$ cat config.mk
export PLATFORM = sky130hd
export DESIGN_NAME = tenure_arb
export DESIGN_NICKNAME = d
export VERILOG_FILES = /design/src/rtl/tenure_arb.sv
export SDC_FILE = /design/constraint.sdc
export NUM_CORES = 1
export LEC_CHECK = 0
export BUFFER_PORTS_ARGS = -buffer_cell sky130_fd_sc_hd__buf_4
export CORE_MARGIN = 5
export CORE_UTILIZATION = 32
export DETAILED_ROUTE_END_ITERATION = 16
export HOLD_SLACK_MARGIN = 0.15
export PLACE_DENSITY = 0.53
export SYNTH_ARGS = -nofsm -noshare
export SYNTH_HDL_FRONTEND = slang
export SYNTH_SLANG_ARGS = --single-unit
$ cat constraint.sdc
create_clock -name clk -period 2.5 [get_ports clk]
set_clock_uncertainty 0.2 [all_clocks]
set_input_delay 0.25 -clock clk [delete_from_list [all_inputs] [get_ports clk]]
set_output_delay 0.25 -clock clk [all_outputs]
set_load 0.02 [all_outputs]
$ cat src/rtl/tenure_arb.sv
module tenure_arb #(
  parameter int REG_W     = 8,
  parameter int GRAN_LOG2 = 3
) (
  input  logic             clk,
  input  logic             rst_n,
  input  logic             reg_wr,
  input  logic             reg_sel,
  input  logic [REG_W-1:0] reg_wdata,
  output logic [REG_W-1:0] reg_rdata,
  input  logic             req_host,
  input  logic             req_mst,
  input  logic             lp_req,
  input  logic             hp_req,
  input  logic             lp_wr,
  input  logic             xfer_done,
  output logic [1:0]       gnt
);
  localparam logic [REG_W-1:0] CNT_MASK = {{(REG_W-GRAN_LOG2){1'b1}}, {GRAN_LOG2{1'b0}}};
  localparam logic [REG_W-1:0] ONE      = {{(REG_W-1){1'b0}}, 1'b1};

  logic [REG_W-1:0] mtt_reg, lpt_reg, mtt_cnt, lpt_cnt;
  logic [1:0]       gnt_q, gnt_d;
  logic             tie_mst_q, tie_mst_d, last_wr_q;

  assign reg_rdata = reg_sel ? lpt_reg : mtt_reg;
  assign gnt       = gnt_q;

  always_ff @(posedge clk) begin
    if (!rst_n) begin
      mtt_reg <= '0;
      lpt_reg <= '0;
    end else if (reg_wr) begin
      if (reg_sel) lpt_reg <= reg_wdata & CNT_MASK;
      else         mtt_reg <= reg_wdata & CNT_MASK;
    end
  end

  wire       own_req  = (gnt_q[0] & req_host) | (gnt_q[1] & req_mst);
  wire       oth_req  = (gnt_q[0] & req_mst)  | (gnt_q[1] & req_host);
  wire [1:0] oth_gnt  = {gnt_q[0], gnt_q[1]};
  wire       mtt_exp  = mtt_cnt <= ONE;
  wire       lpt_exp  = lpt_cnt <= ONE;
  wire       tenure_over = lp_req ? (lpt_exp | hp_req) : mtt_exp;
  wire       own_chg  = gnt_d != gnt_q;
  wire       type_chg = lp_req && (lp_wr != last_wr_q);

  always_comb begin
    gnt_d     = gnt_q;
    tie_mst_d = tie_mst_q;
    if (gnt_q == 2'b00) begin
      if (req_host && req_mst) begin
        gnt_d     = tie_mst_q ? 2'b10 : 2'b01;
        tie_mst_d = !tie_mst_q;
      end else if (req_host) begin
        gnt_d = 2'b01;
      end else if (req_mst) begin
        gnt_d = 2'b10;
      end
    end else if (!own_req) begin
      gnt_d = oth_req ? oth_gnt : 2'b00;
    end else if (xfer_done && oth_req && tenure_over) begin
      gnt_d = oth_gnt;
    end
  end

  always_ff @(posedge clk) begin
    if (!rst_n) begin
      gnt_q     <= 2'b00;
      tie_mst_q <= 1'b0;
      mtt_cnt   <= '0;
      lpt_cnt   <= '0;
      last_wr_q <= 1'b0;
    end else begin
      gnt_q     <= gnt_d;
      tie_mst_q <= tie_mst_d;
      if (own_chg)              mtt_cnt <= mtt_reg;
      else if (mtt_cnt != '0)   mtt_cnt <= mtt_cnt - ONE;
      if (own_chg || type_chg)          lpt_cnt <= lpt_reg;
      else if (lp_req && lpt_cnt != '0) lpt_cnt <= lpt_cnt - ONE;
      if (lp_req) last_wr_q <= lp_wr;
    end
  end
endmodule

== After elaboration in Yosys (flattened, before gate mapping) ==
Cells that the tools add are included.
Cells by class
  add/sub/neg operators: 2
  $lt $le $gt $ge: 2
  mux-type cells: 14
  bitwise operators: 8
  reductions and logical operators: 15
  equality and inequality tests: 2
Operators by type and width (count)
  $mux W8: 5
  $le A8 B1 Y1 const B: 2
  $mux W2: 8
  $reduce_bool A8 Y1: 2
  $sub A8 B1 Y8 const B: 2
  $reduce_and A2 Y1: 3
  $logic_and A1 B1 Y1: 5
  $and A1 B1 Y1: 4
  $reduce_bool A2 Y1: 2
  $or A1 B1 Y1: 3
  $logic_not A2 Y1: 1
  $ne A2 B2 Y1: 1
  $logic_not A1 Y1: 1
  $logic_or A1 B1 Y1: 1
  $mux W1: 1
  $ne A1 B1 Y1: 1
  $not A1 Y1: 1
Word-level totals
  output and inout bits: 10
  register bits after elaboration: 30
  bits of input ports: 18
  logic and storage cells: 50

== Depth between registers and ports, before layout ==
Gate-level depths: netlist (run 1).
  depth in word-level cells: 10
  depth in mapped cells: 8
  mapped depth without buffers: 7

== Worst setup path after synthesis (run 1) ==
No wires, ideal clock.
  path kind: flip-flop to flip-flop
  start point: register lpt_cnt[0]
  end point: register mtt_cnt[1]
  buffers on the path: 1
  data arrival time: 1.820 ns
  cell stages (with the launch flop): 9
  library setup time: 0.114 ns
  setup slack: 0.365 ns
  path through: dfxtp_1 -> inv_1 -> ha_1 -> or2_2 -> a311oi_1 -> or4_1 -> buf_6 -> nand2_4 -> a2111oi_0
On the way
  word-level cells in the longest chain between the ends: 9
  elaborated cells on any way between the ends: 10
  classes of those cells: 1 x order compare; 1 x eq/ne; 5 x mux; 1 x bitwise; 2 x reduce/logical
RTL lines
  from (decl): line 22  | logic [REG_W-1:0] mtt_reg, lpt_reg, mtt_cnt, lpt_cnt;
  from (signal assigned): line 79  | if (own_chg || type_chg) lpt_cnt <= lpt_reg;
  from (signal assigned): line 80  | else if (lp_req && lpt_cnt != '0) lpt_cnt <= lpt_cnt - ONE;
  $le A8 B1 Y1 *: line 43  | wire lpt_exp = lpt_cnt <= ONE;
  $or A1 B1 Y1 *: line 44  | wire tenure_over = lp_req ? (lpt_exp | hp_req) : mtt_exp;
  $mux W1 *: line 44
  $logic_and A1 B1 Y1 *: line 62  | end else if (xfer_done && oth_req && tenure_over) begin
  $mux W2 *: line 62
  $mux W2 *: line 60  | end else if (!own_req) begin
  $mux W2 *: line 51  | if (gnt_q == 2'b00) begin
  $ne A2 B2 Y1 *: line 45  | wire own_chg = gnt_d != gnt_q;
  $mux W8 or $reduce_bool A2 Y1 (tied branches)
  to (signal assigned): line 77  | if (own_chg) mtt_cnt <= mtt_reg;
  to (signal assigned): line 78  | else if (mtt_cnt != '0) mtt_cnt <= mtt_cnt - ONE;
  to (decl): line 22
Mark *: on every way between the ends. The rest lies on a longest branch, timed or not.
A chain may end at the register's enable or synchronous reset.

== Final worst setup path (run 1) ==
  start point: input req_host
  end point: register lpt_cnt[3]
On the way
  word-level cells in the longest chain between the ends: 10
  elaborated cells on any way between the ends: 17
  classes of those cells: 1 x eq/ne; 7 x mux; 4 x bitwise; 5 x reduce/logical
RTL lines
  from (decl): line 11  | input logic req_host,
  $and A1 B1 Y1: line 40  | wire oth_req = (gnt_q[0] & req_mst) | (gnt_q[1] & req_host);
  $or A1 B1 Y1: line 40
  $logic_and A1 B1 Y1 (2 in a row): line 62
  $mux W2: line 62
  $mux W2: line 60
  $mux W2 *: line 51
  $ne A2 B2 Y1 *: line 45
  $logic_or A1 B1 Y1 *: line 79
  $mux W8 or $reduce_bool A2 Y1 (tied branches)
Marked as above.

==> results of run 1 <==
## power breakdown
group / switching [mW] / internal, mW / leakage, nW
clock network: 0.194 / 0.425 / 0.0714
logic: 0.291 / 0.279 / 0.611
registers: 0.0536 / 0.529 / 0.245
total: 0.539 / 1.23 / 0.928
## final cells by class
type	count	area (um2)
flip-flops and latches	30	600.6
clock inverters	2	60.06
inverters	6	22.52
multi-input cells	153	1066
well taps	70	87.58
repair buffers	40	332.8
fillers	544	2953
clock buffers	6	82.58
## repair_timing
item,4_1_cts,5_1_grt
gates resized for setup,0,1
buffers inserted,0,0
setup endpoints to repair,0,1
hold endpoints to repair,19,0
hold buffers,13,0
## synth_stat cells (2+ instances only)
| master | instances |
|---|---|
| buf_2 | 2 |
| clkbuf_1 | 4 |
| nand2_1 | 23 |
| nor4_1 | 2 |
| mux2_2 | 6 |
| a311oi_1 | 2 |
| nand3_1 | 13 |
| inv_1 | 6 |
| nor3b_1 | 2 |
| buf_4 | 4 |
| nand4_1 | 2 |
| nand2b_1 | 2 |
| xnor2_1 | 7 |
| nand2_4 | 2 |
| or2_2 | 2 |
| xor2_1 | 4 |
| mux2i_1 | 17 |
| ha_1 | 5 |
| dfxtp_1 | 30 |
| nor2_1 | 16 |
| or4_1 | 3 |
| a21oi_1 | 11 |
| nand3b_1 | 3 |
| nor3_1 | 8 |
## routing by layer
layer / share of wire / GRT usage / vias to the layer above / wire (um)
met3: 0.054 / 0.02962 / 5 / 209
met5: 0 / 0 / - / 0
met1: 0.49 / 0.1560 / 655 / 1884
met2: 0.44 / 0.1699 / 38 / 1709
met4: 0.011 / 0.03070 / 0 / 41
li1: - / - / 771 / -
## cell families after synthesis
logic type | Yosys count
xor+xnor | 11
flops | 30
compound gates | 23
buf+inv | 17
other cells | 1
fa+ha+maj | 5
mux | 23
simple gates | 88
## tightest hold or removal path, delay by kind of cell
kind	cells	cell delay, ns
and+or+nand+nor	2	0.19
buffers and inverters	1	0.16
muxes	1	0.06
## per-stage QoR
| stage | cell area, um2 | power, mW | instances | setup WS [ns] |
|---|---|---|---|---|
| final | 2252 | 1.772 | 307 | 0.1658 |
| after global routing | 2252 | 1.879 | 307 | 0.01734 |
| after CTS | 2246 | 1.784 | 307 | 0.04173 |
| after floorplan | 1749 | 1.012 | 200 | 0.3654 |
| after detailed placement | 1973 | 1.141 | 286 | 0.1168 |
| after global placement | 1973 | 1.144 | 286 | 0.1404 |
## worst paths after layout
| kind | end | slack [ns] | cells past startpoint |
|---|---|---|---|
| min | lpt_cnt[6] | 0.22 | 4 |
| max | lpt_cnt[3] | 0.17 | 8 |
| max reg2reg | lpt_cnt[1] | 0.20 | 8 |
| min reg2reg | lpt_reg[5] | 0.28 | 2 |
==> results.json, run 1 <==
{
  "max_stage_delay_ns": 0.62,
  "synth_compound_area_frac": 0.09195,
  "synth_warnings": 0,
  "slew_violations": 0,
  "fmax_mhz": 428.4,
  "synthMuxAreaShare": 0.1365,
  "ys.flop_type": "dfxtp_1",
  "n_antenna_cell": 0,
  "async_flop_share": 0,
  "synth-edff-count": 0,
  "rr_startpoint": "lpt_cnt[0]",
  "power_density_nw_per_um2": 786.9,
  "synth_top_cell_by_area": "dfxtp_1",
  "p_leak_nw": 0.9275,
  "nNetsFinal": 259,
  "gp_congestion": 0.7514,
  "final_core_util": 0.4327,
  "startpoint": "req_host",
  "dp_hpwl_um": 2643,
  "critPathBufInv": 3,
  "tightestPinTransition_ns": 0.8038,
  "period_share": 0.9337,
  "synthAdderAreaFrac": 0.03592,
  "grt_setup_unrepaired": "false",
  "ios": 28,
  "areaGrowthSynthToFinish_pct": 29.31,
  "coreArea_um2": 5205,
  "antenna_left": 0,
  "path_delay_family": "buffers and inverters",
  "ys_ff_latch": 30,
  "min-delay-start": "lp_req",
  "track_usage": 0.1120,
  "core.rowCount": 26,
  "period_minus_slack_ns": 2.334,
  "finalSetupTns_ns": 0,
  "final_common_cell": "dfxtp_1",
  "path_cells": "dlygate4sd3_1, buf_4, o211ai_1, nand2_1, or4_1, buf_4, a21oi_1, nor3b_2",
  "vias": 1469,
  "peakVddDrop_mv": 0.3151,
  "syn_area_per_cell_um2": 8.796,
  "critPathMaxFanout": 7,
  "crit_top_cell": "buf_4",
  "start_kind": "input pin",
  "synth_simple_gate_area_frac": 0.2823,
  "numCtsBuffers": 5,
  "status": "finished, final reports clean",
  "end_kind": "register",
  "clock-sinks": 30,
  "clk_latency_ns": 0.28,
  "synth_top_area_share": 0.3448,
  "hold_viol_final": 0,
  "slew_headroom": 0.4635,
  "synth_top_family_by_area": "simple AND/OR/NAND/NOR gates",
  "drive_gt1_frac": 0.2236,
  "final_cell_mix": "30 x dfxtp_1, 27 x buf_4, 23 x nand2_1",
  "syn_area_um2": 1742,
  "crit_slowest_cell": "or4_1",
  "hp-class": "in -> reg",
  "reg_top3": "lpt_cnt: 8 flops, mtt_cnt: 8 flops",
  "synthDistinctLibCells": 46,
  "first_global_vias": 1400,
  "grt_max_degree": 24,
  "synth-xor-area-share": 0.05532,
  "hold_ws_ns": 0.2232,
  "synthTopCellsByArea": "dfxtp_1 34%, mux2i_1 9.8%, nand2_1 5.0%, mux2_2 3.9%, nand3_1 3.7%",
  "synthCells": 198,
  "criticalPathCategory": "in -> reg",
  "portBuffers": 21,
  "root_buffer": "clkbuf_8",
  "die_x_um": 83.78,
  "wl_per_cell_um": 12.52,
  "drc": 0,
  "drv_cap": 0,
  "antenna_found_initial": 0,
  "initial_utilization": 0.3346,
  "die_area_um2": 7018,
  "ys_seq_area_frac": 0.3448,
  "finalWirelength_um": 3844,
  "setup_viol": 0,
  "required_ns": 2.44,
  "cts_max_level": 2,
  "grt-ovfl-total": 0,
  "die_h_um": 83.78,
  "grt_pass1_wl_um": 6575,
  "drtIter0Drc": 90,
  "vias_per_cell": 4.785,
  "cts_tree": "yes",
  "drtPass1Iterations": 4,
  "clk_pin_slew_ns": 0.07,
  "cp.arrival_ns": 2.27,
  "cts.path.max_buffers": 2
}
Note: power is estimated with default switching activity, not from simulation.
==> run 2: changes to the inputs <==
Settings changed: CELL_PAD_IN_SITES_DETAIL_PLACEMENT set to 1, CELL_PAD_IN_SITES_GLOBAL_PLACEMENT set to 1, PLACE_DENSITY 0.53 to 0.66, REMOVE_ABC_BUFFERS set to 1, SLEW_MARGIN set to 20.
==> results.json, run 2 (synthesis gave the netlist of run 1 again) <==
{
  "period_share": 0.9380,
  "required_ns": 2.48,
  "grt_max_degree": 24,
  "cp.arrival_ns": 2.32,
  "coreArea_um2": 5205,
  "p_leak_nw": 0.9205,
  "criticalPathCategory": "in -> reg",
  "nNetsFinal": 260,
  "critPathMaxFanout": 7,
  "drtPass1Iterations": 4,
  "fmax_mhz": 426.4,
  "gp_congestion": 0.7915,
  "die_x_um": 83.78,
  "status": "finished, final reports clean",
  "end_kind": "register",
  "peakVddDrop_mv": 0.3438,
  "antenna_found_initial": 0,
  "ios": 28,
  "path_cells": "dlygate4sd3_1, buf_4, or4_1, nand4_2, a21boi_2, nand2_4, a2111oi_2",
  "max_stage_delay_ns": 0.56,
  "initial_utilization": 0.3346,
  "drtIter0Drc": 41,
  "post-route-cell-area_um2": 2231,
  "cts.path.max_buffers": 2,
  "drive_gt1_frac": 0.2311,
  "die_area_um2": 7018,
  "start_kind": "input pin",
  "areaGrowthSynthToFinish_pct": 28.09,
  "p_total_mw": 1.640,
  "grt_pass1_wl_um": 7769,
  "power_density_nw_per_um2": 735.3,
  "antenna_left": 0,
  "first_global_vias": 1674,
  "final_common_cell": "dfxtp_1",
  "period_minus_slack_ns": 2.345,
  "clk_latency_ns": 0.28,
  "vias": 1517,
  "slew_violations": 0,
  "hold_ws_ns": 0.2221,
  "drv_cap": 0,
  "vias_per_cell": 4.925,
  "cts_tree": "yes",
  "portBuffers": 21,
  "root_buffer": "clkbuf_8",
  "final_cell_mix": "30 x dfxtp_1, 28 x buf_4, 23 x nand2_1",
  "drc": 0,
  "track_usage": 0.1333,
  "grt-ovfl-total": 0,
  "dp_hpwl_um": 3001,
  "crit_slowest_cell": "dlygate4sd3_1",
  "finalSetupTns_ns": 0,
  "finalWirelength_um": 4303,
  "place_area_um2": 1981,
  "clock-sinks": 30,
  "clk_pin_slew_ns": 0.06,
  "wl_per_cell_um": 13.97,
  "grt_setup_unrepaired": "false",
  "die_h_um": 83.78,
  "tightestPinTransition_ns": 0.8657,
  "numCtsBuffers": 5,
  "slew_headroom": 0.4222,
  "setup_viol": 0,
  "cts_setup_buffers": 0,
  "n_antenna_cell": 0,
  "cts_max_level": 2,
  "hp-class": "in -> reg",
  "hold_viol_final": 0,
  "reg_top3": "lpt_cnt: 8 flops, mtt_cnt: 8 flops",
  "core.rowCount": 26
}
-- run 2: changes by cell type in the layout (fill, tap and decap cells not counted) --
| cell | change |
|---|---|
| bufinv_16 | -2 |
| clkbuf_8 | +2 |
| buf_4 | +1 |
| or4_1 | -1 |
| or4_4 | +1 |
-- run 2: what timing repair did --
action / in CTS / in global routing
hold buffers: 13 / 0
gates resized for setup: 0 / 2
hold endpoints to repair: 19 / 0
setup endpoints to repair: 0 / 8
-- run 2: cell type report --
type                            instances  area (um2)
Sequential cell                        30       600.6
Clock buffer                            8       110.1
Fill cell                             614        2974
Timing Repair Buffer                   41       340.3
Tap cell                               70       87.58
Inverter                                6       22.52
Multi-Input combinational cell        153        1070
-- run 2: layer usage --
layer | global-route usage | vias up | part of all wire
met5 | 0 | - | 0
met4 | 0.03947 | 0 | 0.014
met3 | 0.03258 | 6 | 0.033
met2 | 0.2299 | 23 | 0.48
met1 | 0.1632 | 714 | 0.47
li1 | - | 774 | -
-- run 2: report_power, final --
part | switching (mW) | internal (mW)
clock network | 0.185 | 0.278
registers | 0.0542 | 0.529
logic | 0.312 | 0.283
total | 0.551 | 1.09
-- run 2: worst max-delay path, delay by kind of cell --
family | cells | cell delay (ns)
buffers and inverters | 2 | 0.73
and+or+nand+nor | 3 | 0.82
AOI/OAI and AO/OA | 2 | 0.52
-- run 2: path summary, 6_finish.rpt --
| path | from | to | slack [ns] | cells after the start |
|---|---|---|---|---|
| max | req_host | lpt_cnt[1] | 0.15 | 7 |
| min | lp_req | lpt_cnt[6] | 0.22 | 4 |
| max reg2reg | lpt_cnt[0] | lpt_cnt[1] | 0.25 | 8 |
| min reg2reg | lpt_reg[6] | lpt_reg[6] | 0.28 | 2 |
-- run 2: metrics by stage --
| step | utilization | std cells | setup WS, ns |
|---|---|---|---|
| final | 0.4286 | 308 | 0.1549 |
| after floorplan | - | 189 | 0.2643 |
| after detailed placement | 0.3805 | 287 | 0.1195 |
| after global placement | 0.3805 | 287 | 0.1534 |
| after CTS | 0.4267 | 308 | 0.08951 |
| after global routing | 0.4286 | 308 | 0.05048 |
==> run 3: changes to the inputs <==
Settings changed: CELL_PAD_IN_SITES_DETAIL_PLACEMENT 1 to not set, CELL_PAD_IN_SITES_GLOBAL_PLACEMENT 1 to not set, PLACE_DENSITY 0.66 to 0.55.
Clock period 2.5 ns to 2.1 ns, I/O delays scaled along.
==> results.json, run 3 (synthesis gave the netlist of run 1 again) <==
{
  "status": "complete, but fails checks",
  "violations": "negative setup slack",
  "seq_area_um2": 605.6,
  "power_density_nw_per_um2": 862.8,
  "dp_hpwl_um": 2848,
  "r2r_setup_slack_ns": -0.01,
  "start_kind": "register",
  "antenna_found_initial": 0,
  "n_fill_cell": 519,
  "max_stage_delay_ns": 0.60,
  "drive_gt1_frac": 0.3462,
  "final_cell_mix": "49 x buf_4, 28 x dfxtp_1, 23 x nand2_1",
  "slew_headroom": 0.3994,
  "track_usage": 0.1209,
  "vias": 1589,
  "end_kind": "register",
  "power_switching_uw": 696.5,
  "vias_per_cell": 4.815,
  "place_area_um2": 2153,
  "crit_slowest_cell": "or4_4",
  "peakVddDrop_mv": 0.4962,
  "cts.path.max_buffers": 2,
  "reg2reg_to": "lpt_cnt[3]",
  "antenna_left": 0,
  "drtIter0Drc": 52,
  "die_x_um": 83.78,
  "initial_utilization": 0.3346,
  "grt_setup_unrepaired": "true",
  "clock-sinks": 30,
  "final_common_cell": "buf_4",
  "cts_max_level": 2,
  "root_buffer": "clkbuf_8",
  "areaGrowthSynthToFinish_pct": 43.61,
  "path_depth": 6,
  "first_global_vias": 1506,
  "whs_path_depth": 4,
  "clk_pin_slew_ns": 0.07,
  "finalWirelength_um": 4163,
  "hold_viol_final": 0,
  "gp_congestion": 0.7641,
  "ios": 28,
  "reg_top3": "lpt_cnt: 8 flops, mtt_cnt: 8 flops",
  "n_antenna_cell": 0,
  "setup_viol": 4,
  "die_area_um2": 7018,
  "grt_pass1_wl_um": 7003,
  "setup_ws_ns": -0.01327,
  "whs_endpoint": "gnt[1]",
  "nNetsFinal": 283,
  "criticalPathCategory": "reg -> reg",
  "critPathMaxFanout": 5,
  "cp.arrival_ns": 2.06,
  "period_minus_slack_ns": 2.113,
  "grt_max_degree": 24,
  "hp-class": "in -> reg",
  "min-delay-start": "req_host",
  "slew_violations": 0,
  "fmax_mhz": 473.2,
  "multiInputGateArea_um2": 1151,
  "hold_ws_ns": 0.1802,
  "required_ns": 2.04,
  "grt-ovfl-total": 0,
  "clk_latency_ns": 0.28,
  "rr_startpoint": "lpt_cnt[7]",
  "p_int_mw": 1.462,
  "drc": 0,
  "p_leak_nw": 1.058,
  "wl_per_cell_um": 12.62,
  "critPathBufInv": 1,
  "comb_power_share": 0.405,
  "coreArea_um2": 5205,
  "path_delay_family": "simple AND/OR/NAND/NOR gates",
  "drtPass1Iterations": 4,
  "period_share": 1.006,
  "die_h_um": 83.78,
  "p_seq_frac": 0.315,
  "path_cells": "nor4_4, a311oi_2, or4_4, buf_6, a21oi_2, nor3b_2",
  "reg2reg_depth": 6,
  "post-route-cell-area_um2": 2501,
  "p_clk_frac": 0.280,
  "numCtsBuffers": 5,
  "cts_tree": "yes",
  "power.share.switching": 0.3227,
  "tightestPinTransition_ns": 0.8999,
  "portBuffers": 21,
  "drv_cap": 0,
  "core.rowCount": 26
}
run 3: cell types whose count changed in the layout (fill, tap and decap cells not counted), sizes merged:
cell,previous run,this run
clkbuf,8,6
dlygate4sd3,13,12
buf,28,52
bufinv,0,1
run 3: how the worst max path moves through the flow:
stage                    start         end  slack (ns)
floorplan           lpt_cnt[0]  mtt_cnt[1]       -0.14
finish              lpt_cnt[7]  lpt_cnt[3]       -0.01
CTS                 lpt_cnt[7]  lpt_cnt[7]       -0.02
detailed placement  lpt_cnt[0]  lpt_cnt[1]       -0.19
global placement    lpt_cnt[0]  lpt_cnt[1]       -0.14
global route        lpt_cnt[7]  lpt_cnt[4]       -0.09
run 3: final cells by class:
| type | instances | share of cell area |
|---|---|---|
| Clock inverter | 1 | 0.01201 |
| Inverter | 6 | 0.009004 |
| Timing Repair Buffer | 64 | 0.2086 |
| Clock buffer | 6 | 0.03302 |
| Sequential cell | 30 | 0.2421 |
| Tap cell | 70 | 0.03502 |
| Multi-Input combinational cell | 153 | 0.4602 |
run 3: through the flow:
stage            util  power, mW  worst slack (ns)  TNS (ns)  std cells
6_report       0.4805      2.158          -0.01327  -0.03124        330
4_1_cts        0.4668      2.125          -0.02169   -0.1404        329
2_1_floorplan       -      1.187           -0.1357   -0.6748        189
3_3_place_gp   0.4137      1.470           -0.1368    -1.355        310
3_5_place_dp   0.4137      1.472           -0.1855    -2.128        310
5_1_grt        0.4805      2.297          -0.09485   -0.8244        330
run 3: tightest hold or removal path: stages:
cell      delay (ns)
buf_4           0.11
nand3b_1        0.07
mux2i_1         0.15
a211oi_1        0.07
run 3: metal layers:
layer  up-vias  track usage  share of wire
met5         -            0              0
met4         0      0.04386          0.010
met3         6      0.03356          0.052
met2        34       0.1844           0.44
met1       731       0.1622           0.50
li1        818            -              -
run 3: what timing repair did:
action	4_1_cts	5_1_grt
hold buffers	12	0
setup buffers	0	1
gates resized for setup	11	13
hold endpoints to repair	20	0
setup endpoints to repair	18	16
pin swaps	4	6
run 3: power groups by stage:
stage                     Clock, mW  Sequential (mW)  Combinational [mW]
after detailed placement          0            0.687               0.785
after floorplan                   0            0.696               0.490
after global routing          0.652            0.688               0.956
final                         0.603            0.681               0.874
after global placement            0            0.687               0.783
after CTS                     0.618            0.676               0.831
